<file path="src/rtl/lock_pkg.sv">
package lock_pkg;

  typedef struct packed {
    logic acqInc;
    logic acqClr;
    logic missInc;
    logic missClr;
  } lockCtl_t;

  typedef enum logic {ST_HUNT = 1'b0, ST_LOCK = 1'b1} lockState_t;

endpackage

</file>
<file path="src/rtl/lock_datapath.sv">
module lock_datapath
  import lock_pkg::*;
#(
  parameter int ACQ_FRAMES = 3,
  parameter int MISS_LIMIT = 4
) (
  input  logic     clk,
  input  logic     rstN,
  input  lockCtl_t ctl,
  output logic     acqFull,
  output logic     missLast
);
  localparam int ACQ_W  = $clog2(ACQ_FRAMES + 1);
  localparam int MISS_W = (MISS_LIMIT > 1) ? $clog2(MISS_LIMIT) : 1;

  logic [ACQ_W-1:0]  acqCount;
  logic [MISS_W-1:0] missCount;

  always_ff @(posedge clk) begin
    if (!rstN) begin
      acqCount <= '0;
    end else if (ctl.acqClr) begin
      acqCount <= '0;
    end else if (ctl.acqInc) begin
      acqCount <= acqCount + ACQ_W'(1);
    end
  end

  always_ff @(posedge clk) begin
    if (!rstN) begin
      missCount <= '0;
    end else if (ctl.missClr) begin
      missCount <= '0;
    end else if (ctl.missInc) begin
      missCount <= missCount + MISS_W'(1);
    end
  end

  assign acqFull = (acqCount == ACQ_W'(ACQ_FRAMES));

  generate
    if (MISS_LIMIT > 1) begin : g_missCmp
      assign missLast = (missCount == MISS_W'(MISS_LIMIT - 1));
    end else begin : g_missOne
      logic unusedMiss;
      assign unusedMiss = |missCount;
      assign missLast   = 1'b1;
    end
  endgenerate

endmodule

</file>
<file path="src/rtl/lock_control.sv">
module lock_control
  import lock_pkg::*;
(
  input  logic     clk,
  input  logic     rstN,
  input  logic     framePre,
  input  logic     blockPre,
  input  logic     slotTick,
  input  logic     gateOk,
  input  logic     acqFull,
  input  logic     missLast,
  output lockCtl_t ctl,
  output logic     locked,
  output logic     lossStrobe
);
  lockState_t state, nextState;
  logic       lossQ;

  always_comb begin
    ctl       = '0;
    nextState = state;
    case (state)
      ST_HUNT: begin
        ctl.missClr = 1'b1;
        if (!gateOk) begin
          ctl.acqClr = 1'b1;
        end else if (blockPre) begin
          ctl.acqClr = 1'b1;
          if (acqFull) nextState = ST_LOCK;
        end else if (framePre && !acqFull) begin
          ctl.acqInc = 1'b1;
        end
      end
      ST_LOCK: begin
        ctl.acqClr = 1'b1;
        if (!gateOk) begin
          ctl.missClr = 1'b1;
          nextState   = ST_HUNT;
        end else if (framePre || blockPre) begin
          ctl.missClr = 1'b1;
        end else if (slotTick) begin
          if (missLast) begin
            ctl.missClr = 1'b1;
            nextState   = ST_HUNT;
          end else begin
            ctl.missInc = 1'b1;
          end
        end
      end
      default: nextState = ST_HUNT;
    endcase
  end

  always_ff @(posedge clk) begin
    if (!rstN) begin
      state <= ST_HUNT;
      lossQ <= 1'b0;
    end else begin
      state <= nextState;
      lossQ <= (state == ST_LOCK) && (nextState == ST_HUNT);
    end
  end

  assign locked     = (state == ST_LOCK);
  assign lossStrobe = lossQ;

endmodule

</file>
<file path="src/rtl/preamble_lock_detector.sv">
module preamble_lock_detector
  import lock_pkg::*;
#(
  parameter int ACQ_FRAMES = 3,
  parameter int MISS_LIMIT = 4
) (
  input  logic clk,
  input  logic rstN,
  input  logic framePre,
  input  logic blockPre,
  input  logic slotTick,
  input  logic carrierOk,
  input  logic rateOk,
  output logic locked,
  output logic outOfLock,
  output logic lossStrobe
);
  lockCtl_t ctl;
  logic     acqFull;
  logic     missLast;
  logic     gateOk;

  assign gateOk = carrierOk & rateOk;

  lock_control u_ctrl (
    .clk       (clk),
    .rstN      (rstN),
    .framePre  (framePre),
    .blockPre  (blockPre),
    .slotTick  (slotTick),
    .gateOk    (gateOk),
    .acqFull   (acqFull),
    .missLast  (missLast),
    .ctl       (ctl),
    .locked    (locked),
    .lossStrobe(lossStrobe)
  );

  lock_datapath #(
    .ACQ_FRAMES(ACQ_FRAMES),
    .MISS_LIMIT(MISS_LIMIT)
  ) u_dp (
    .clk     (clk),
    .rstN    (rstN),
    .ctl     (ctl),
    .acqFull (acqFull),
    .missLast(missLast)
  );

  assign outOfLock = ~locked | ~gateOk;

endmodule

</file>
<file path="config.mk">
export PLATFORM = sky130hd
export DESIGN_NAME = preamble_lock_detector
export DESIGN_NICKNAME = d
export VERILOG_FILES = /design/src/rtl/lock_pkg.sv /design/src/rtl/lock_datapath.sv /design/src/rtl/lock_control.sv /design/src/rtl/preamble_lock_detector.sv
export SDC_FILE = /design/constraint.sdc
export NUM_CORES = 1
export LEC_CHECK = 0
export CAP_MARGIN = 10
export CELL_PAD_IN_SITES_DETAIL_PLACEMENT = 0
export CELL_PAD_IN_SITES_GLOBAL_PLACEMENT = 1
export CORE_AREA = 8 8 45 47
export DETAILED_ROUTE_END_ITERATION = 12
export DIE_AREA = 0 0 53 55
export PLACE_DENSITY = 0.57
export SYNTH_ARGS = -nofsm -noshare
export SYNTH_HDL_FRONTEND = slang
export SYNTH_HIERARCHICAL = 1
export SYNTH_SLANG_ARGS = --single-unit
</file>
<file path="constraint.sdc">
create_clock -name clk -period 1.8 [get_ports clk]
set_input_delay 0.27 -clock clk [delete_from_list [all_inputs] [get_ports clk]]
set_output_delay 0.27 -clock clk [all_outputs]
set_load 0.02 [all_outputs]
</file>
==> flow_summary.ini, run 1 <==
[critical_path]
ff2ff_path_depth = 4
endpoint = u_dp/acqCount[1]
cpPeakStageDelay_ps = 470
crit_type = input port to register
r2r_end = u_dp/acqCount[1]
cp.depth = 6
crit_chain = clkdlybuf4s50_1 > and2_1 > or3b_1 > nor3b_2 > mux2i_1 > nor2_1
crit_slowest_cell = clkdlybuf4s50_1
end_kind = register
path_buf_inv = 1
reg2reg_setup_slack_ps = 390
worstPathRequired_ps = 1930
arrival_ps = 1800
regToRegStartpoint = u_ctrl/locked
cp_top_family = simple AND/OR/NAND/NOR gates
cp-start-kind = input port
crit_fanout = 2
crit_start = carrierOk

[timing]
rsz0062_at_grt = no
slew_headroom_pct = 84.7
fin_worst_skew_ps = 5.20
tightestPinTransition_ps = 228
finalSetupViolations = 0
period_minus_slack_ps = 1670
timing.fmax_mhz = 599
hold_violations = 0
hold_ws_ps = 486
fin_crit_sh_pct = 92.8
final_max_slew_viol_count = 0

[final_layout]
final_common_cell = clkdlybuf4s50_1
area_growth_pct = 47.2
n_fill_cell = 148
num_antenna_cells = 0
final_layout_size_suffix_gt1_share_pct = 17.8
layout_common_cells = 9 x clkdlybuf4s50_1, 6 x dfxtp_1, 4 x nor2_1, 3 x clkbuf_4, 3 x nand2_1
nNetsFinal = 56

[drt]
drc_errors = 0
first_pass_iters = 3
drt-initial-drc-count = 3
vias = 268
routed_wl_microns = 659
vias_per_cell = 4.39
wl_per_cell_microns = 10.8
final_antenna_net_count = 0

[min_path]
hold_class = register to register
worstHoldStart = u_ctrl/locked

[synthesis]
syn_area_sq_um = 313
seq_area_frac_synth_pct = 38.4
synthCells = 31
synth_warnings = 6
yosys.cell_types.count = 17
synth.ff_latch_count = 6
avgSynthCellArea_sq_um = 10.1
syn_nets = 40

[grt]
gr-usage-met1_pct = 5.18
busiest_layer = met2
grt_pass1_wl_mm = 1.17
antenna_found_initial = 0
use_met3_pct = 4.01
grt_pass1_vias = 280
grt.overflow.total = 0
track_usage_pct = 5.63
use_met2_pct = 9.96
grt_max_degree = 7

[status]
outcome = finished clean

[job]
cap_violations = 0

[clock_network]
clock_latency_ps = 240
hold_buffers = 0
htreeDepth = 1
clk_pin_slew_ps = 50
cts_buffer_depth = 2
cts_inserted_buffers = 3
cts-root-buf = clkbuf_4
post-cts-setup-buffers = 0
cts_tree = yes
cts_sinks = 6
cts_resized = 0

[power]
peakVddDrop_mv = 0.269
finalPower_mw = 0.282
leakagePower_nw = 0.174
power.density_nw_per_um2 = 613

[placed_design]
place.gp.congestion = 0.604
hpwlAfterDp_microns = 566
io_buffers = 9

[floorplanning]
fp.dieH_microns = 55
die_x_microns = 53
rows = 14
dieArea_sq_um = 2920
boundaryPins = 10
initial_utilization_pct = 22.6
core-area_sq_um = 1380
-- logic make-up after synthesis --
kind of cell    share of synthesized area, %
simple gates                            36.4
flops                                   38.4
compound gates                          5.20
xor+xnor                                5.60
mux                                     6.40
fa+ha+maj                               8.00
-- synth_stat cells --
cell type  n  area share, %
a21oi_1    1            1.6
and4_2     1            3.2
nor3b_2    1            4.0
or3b_1     1            2.8
nand2b_1   2            4.0
and3b_1    1            2.8
a41o_2     1            3.6
and2_1     1            2.0
xnor2_1    2            5.6
ha_1       2            8.0
nand4bb_1  1            3.6
and4bb_1   1            4.0
dfxtp_1    6             38
mux2i_1    2            6.4
nand3_1    1            1.6
nor2_1     4            4.8
nand2_1    3            3.6
-- final cells by class --
class,instances,area [sq um],area share [%]
well taps,16,20.0,4.35
flip-flops and latches,6,120,26.1
clock buffers,3,22.5,4.89
repair buffers,11,105,22.8
multi-input cells,25,193,41.8
-- state kept, by name, summed over array words and instances, names as in the netlist --
signal and count:
u_ctrl/locked 1, u_dp/missCount 2, u_ctrl/lossStrobe 1, u_dp/acqCount 2
-- worst min path at each step --
stage / endpoint / slack [ps] / depth (start not counted)
6_report: u_ctrl/lossStrobe / 490 / 2
3_3_place_gp: u_dp/missCount[1] / 480 / 2
2_1_floorplan: u_ctrl/lossStrobe / 400 / 2
3_5_place_dp: u_ctrl/lossStrobe / 490 / 2
4_1_cts: u_ctrl/lossStrobe / 490 / 2
5_1_grt: u_ctrl/lossStrobe / 520 / 2
-- power by group --
group	switching, mW	internal (mW)	total [mW]
logic	0.00832	0.0185	0.0268
clock network	0.0467	0.0753	0.122
registers	0.0000542	0.133	0.133
total	0.0551	0.227	0.282
-- metrics by stage --
stage	instances	area, sq um	util (%)	setup WS [ps]	TNS, ps
6_report	61	460	33.3	129	0
4_1_cts	61	460	33.3	125	0
5_1_grt	61	460	33.3	30.0	0
3_3_place_gp	58	438	31.6	-84.5	-116
2_1_floorplan	31	313	-	397	0
3_5_place_dp	58	438	31.6	-116	-182
-- metal layers --
layer  wire length (microns)  vias to the layer above
li1                        -                      141
met1                     276                      124
met2                     353                        3
met3                      28                        0
met4                       0                        0
met5                       0                        -
-- worst register-to-register path: cells and delay by family (launching register included) --
kind,cells,cell delay [ps]
AND/OR/NAND/NOR,3,740
flip-flops,1,340
multiplexers,1,210
(Power assumes the default switching activity.)
==> run 2: changes to the inputs <==
--- a/config.mk
+++ b/config.mk
@@ -11,8 +11,10 @@
 export CORE_AREA = 8 8 45 47
 export DETAILED_ROUTE_END_ITERATION = 12
 export DIE_AREA = 0 0 53 55
+export HOLD_SLACK_MARGIN = 0.12
 export PLACE_DENSITY = 0.57
 export SYNTH_ARGS = -nofsm -noshare
 export SYNTH_HDL_FRONTEND = slang
 export SYNTH_HIERARCHICAL = 1
 export SYNTH_SLANG_ARGS = --single-unit
+export TNS_END_PERCENT = 20
==> results of run 2 <==
Same layout as run 1: the final DEF is identical, and so are final timing and power.
==> run 3: changes to the inputs <==
==> constraint.sdc (replaced) <==
create_clock -name clk -period 2 [get_ports clk]
set_input_delay 0.3 -clock clk [delete_from_list [all_inputs] [get_ports clk]]
set_output_delay 0.3 -clock clk [all_outputs]
set_load 0.02 [all_outputs]
==> run 3 against run 2 <==
- final area is 3.3% lower
- die area stayed put
- sequential share of layout area is 0.88 points higher
- flip-flop and latch count stayed put
- critical path type unchanged
- critical path depth stayed put
- clock skew is 5.8 ps higher
- highest routed layer unchanged
- combinational power is 22% lower
- worst setup slack better by 110 ps
- non-clock buffer count is 2 lower
- power is 11% lower
- count of clock-buffer cells in the layout stayed put
==> flow_summary.ini, run 3 (same netlist as run 1, synthesis figures left out) <==
[grt]
grt.overflow.total = 0
grt_max_degree = 7
antenna_found_initial = 0
grt_pass1_wl_mm = 1.04
grt_pass1_vias = 259
track_usage_pct = 5.20

[critical_path]
crit_start = carrierOk
path_buf_inv = 1
cpPeakStageDelay_ps = 470
ff2ff_path_depth = 4
crit_type = input port to register
arrival_ps = 1880
reg2reg_setup_slack_ps = 590
worstPathRequired_ps = 2130
crit_fanout = 5
crit_chain = clkdlybuf4s50_1 > and2_1 > or3b_1 > nor3b_2 > mux2i_1 > nor2_1
cp-start-kind = input port
regToRegStartpoint = u_ctrl/locked
cp_top_family = simple AND/OR/NAND/NOR gates
r2r_end = u_dp/acqCount[1]
end_kind = register
crit_slowest_cell = clkdlybuf4s50_1

[power]
intPower_mw = 0.202
power.density_nw_per_um2 = 564
power.switching_mw = 0.0492
switching_share_pct = 19.6
sequentialPowerShare_pct = 47.8
power.share.clock_pct = 43.8
power_frac_comb_pct = 8.4
finalPower_mw = 0.251
peakVddDrop_mv = 0.353
leakagePower_nw = 0.164

[clock_network]
hold_buffers = 0
clock_latency_ps = 240
clk_pin_slew_ps = 50
cts_resized = 0
cts_tree = yes
cts_inserted_buffers = 3
post-cts-setup-buffers = 0
cts-root-buf = clkbuf_4
cts_buffer_depth = 2
cts_sinks = 6
htreeDepth = 1

[timing]
slew_headroom_pct = 85.0
fin_setup_tns_ps = 0
rsz0062_at_grt = no
final_max_slew_viol_count = 0
timing.fmax_mhz = 569
fin_worst_skew_ps = 11.0
hold_violations = 0
tightestPinTransition_ps = 225
fin_crit_sh_pct = 87.8
period_minus_slack_ps = 1760
finalSetupViolations = 0

[drt]
drc_errors = 0
vias_per_cell = 4.36
vias = 257
wl_per_cell_microns = 10.2
final_antenna_net_count = 0
drt-initial-drc-count = 2
first_pass_iters = 4
routed_wl_microns = 602

[floorplanning]
fp.dieH_microns = 55
dieArea_sq_um = 2920
initial_utilization_pct = 22.6
die_x_microns = 53
boundaryPins = 10
core-area_sq_um = 1380
rows = 14

[final_layout]
num_antenna_cells = 0
top_regs = u_dp/acqCount x2, u_dp/missCount x2
area_growth_pct = 42.4
layout_common_cells = 9 x clkdlybuf4s50_1, 6 x dfxtp_1, 4 x nor2_1, 3 x clkbuf_4, 3 x nand2_1
final_layout_size_suffix_gt1_share_pct = 14.0
final_common_cell = clkdlybuf4s50_1
nNetsFinal = 54

[placed_design]
hpwlAfterDp_microns = 511
place.gp.congestion = 0.612
io_buffers = 9

[min_path]
worstHoldStart = u_ctrl/locked
min_to = u_ctrl/lossStrobe
hold_class = register to register
hold_depth = 2

[status]
outcome = finished clean

[job]
cap_violations = 0
run 3: final cells by class:
type	instances	area, sq um
tap	16	20.0
sequential	6	120
fill	146	938
clock buffer	3	22.5
multi-input combinational	25	193
timing repair buffer	9	90.1
run 3: how the worst max path moves through the flow:
| stage | end | slack [ps] | cells past startpoint |
|---|---|---|---|
| 6_report | u_dp/acqCount[1] | 240 | 6 |
| 5_1_grt | u_dp/acqCount[1] | 160 | 6 |
| 4_1_cts | u_dp/acqCount[1] | 240 | 6 |
| 3_5_place_dp | u_dp/acqCount[1] | 0.04 | 6 |
| 3_3_place_gp | u_dp/acqCount[1] | 30 | 6 |
| 2_1_floorplan | u_dp/acqCount[1] | 570 | 5 |
run 3: tightest hold or removal path: stages, from the launching register on:
cell and delay (ps):
dfxtp_1 350, nand2_1 70, a21oi_1 40
run 3: layer usage:
| metal | global-route usage [%] | vias up | wire length, microns |
|---|---|---|---|
| met3 | 4.81 | 0 | 37 |
| met2 | 8.98 | 5 | 326 |
| met1 | 4.28 | 115 | 238 |
| li1 | - | 137 | - |
| met4 | 1.29 | 0 | 0 |
| met5 | 0 | - | 0 |
run 3: per-stage QoR:
| step | hold WS (ps) | util, % | instance area (sq um) | worst slack, ps | instances |
|---|---|---|---|---|---|
| after floorplan | 425 | - | 313 | 570 | 31 |
| after global placement | 478 | 30.6 | 423 | 25.1 | 56 |
| after detailed placement | 490 | 30.6 | 423 | 0.0364 | 56 |
| after CTS | 496 | 32.2 | 445 | 238 | 59 |
| after global routing | 549 | 32.2 | 445 | 156 | 59 |
| final | 495 | 32.2 | 445 | 244 | 59 |
run 3: power groups by stage:
stage / clock network, mW / registers (mW) / logic (mW)
3_5_place_dp: 0 / 0.122 / 0.0209
3_3_place_gp: 0 / 0.122 / 0.0208
2_1_floorplan: 0 / 0.122 / 0.00583
5_1_grt: 0.126 / 0.120 / 0.0225
4_1_cts: 0.115 / 0.120 / 0.0212
6_report: 0.110 / 0.120 / 0.0210
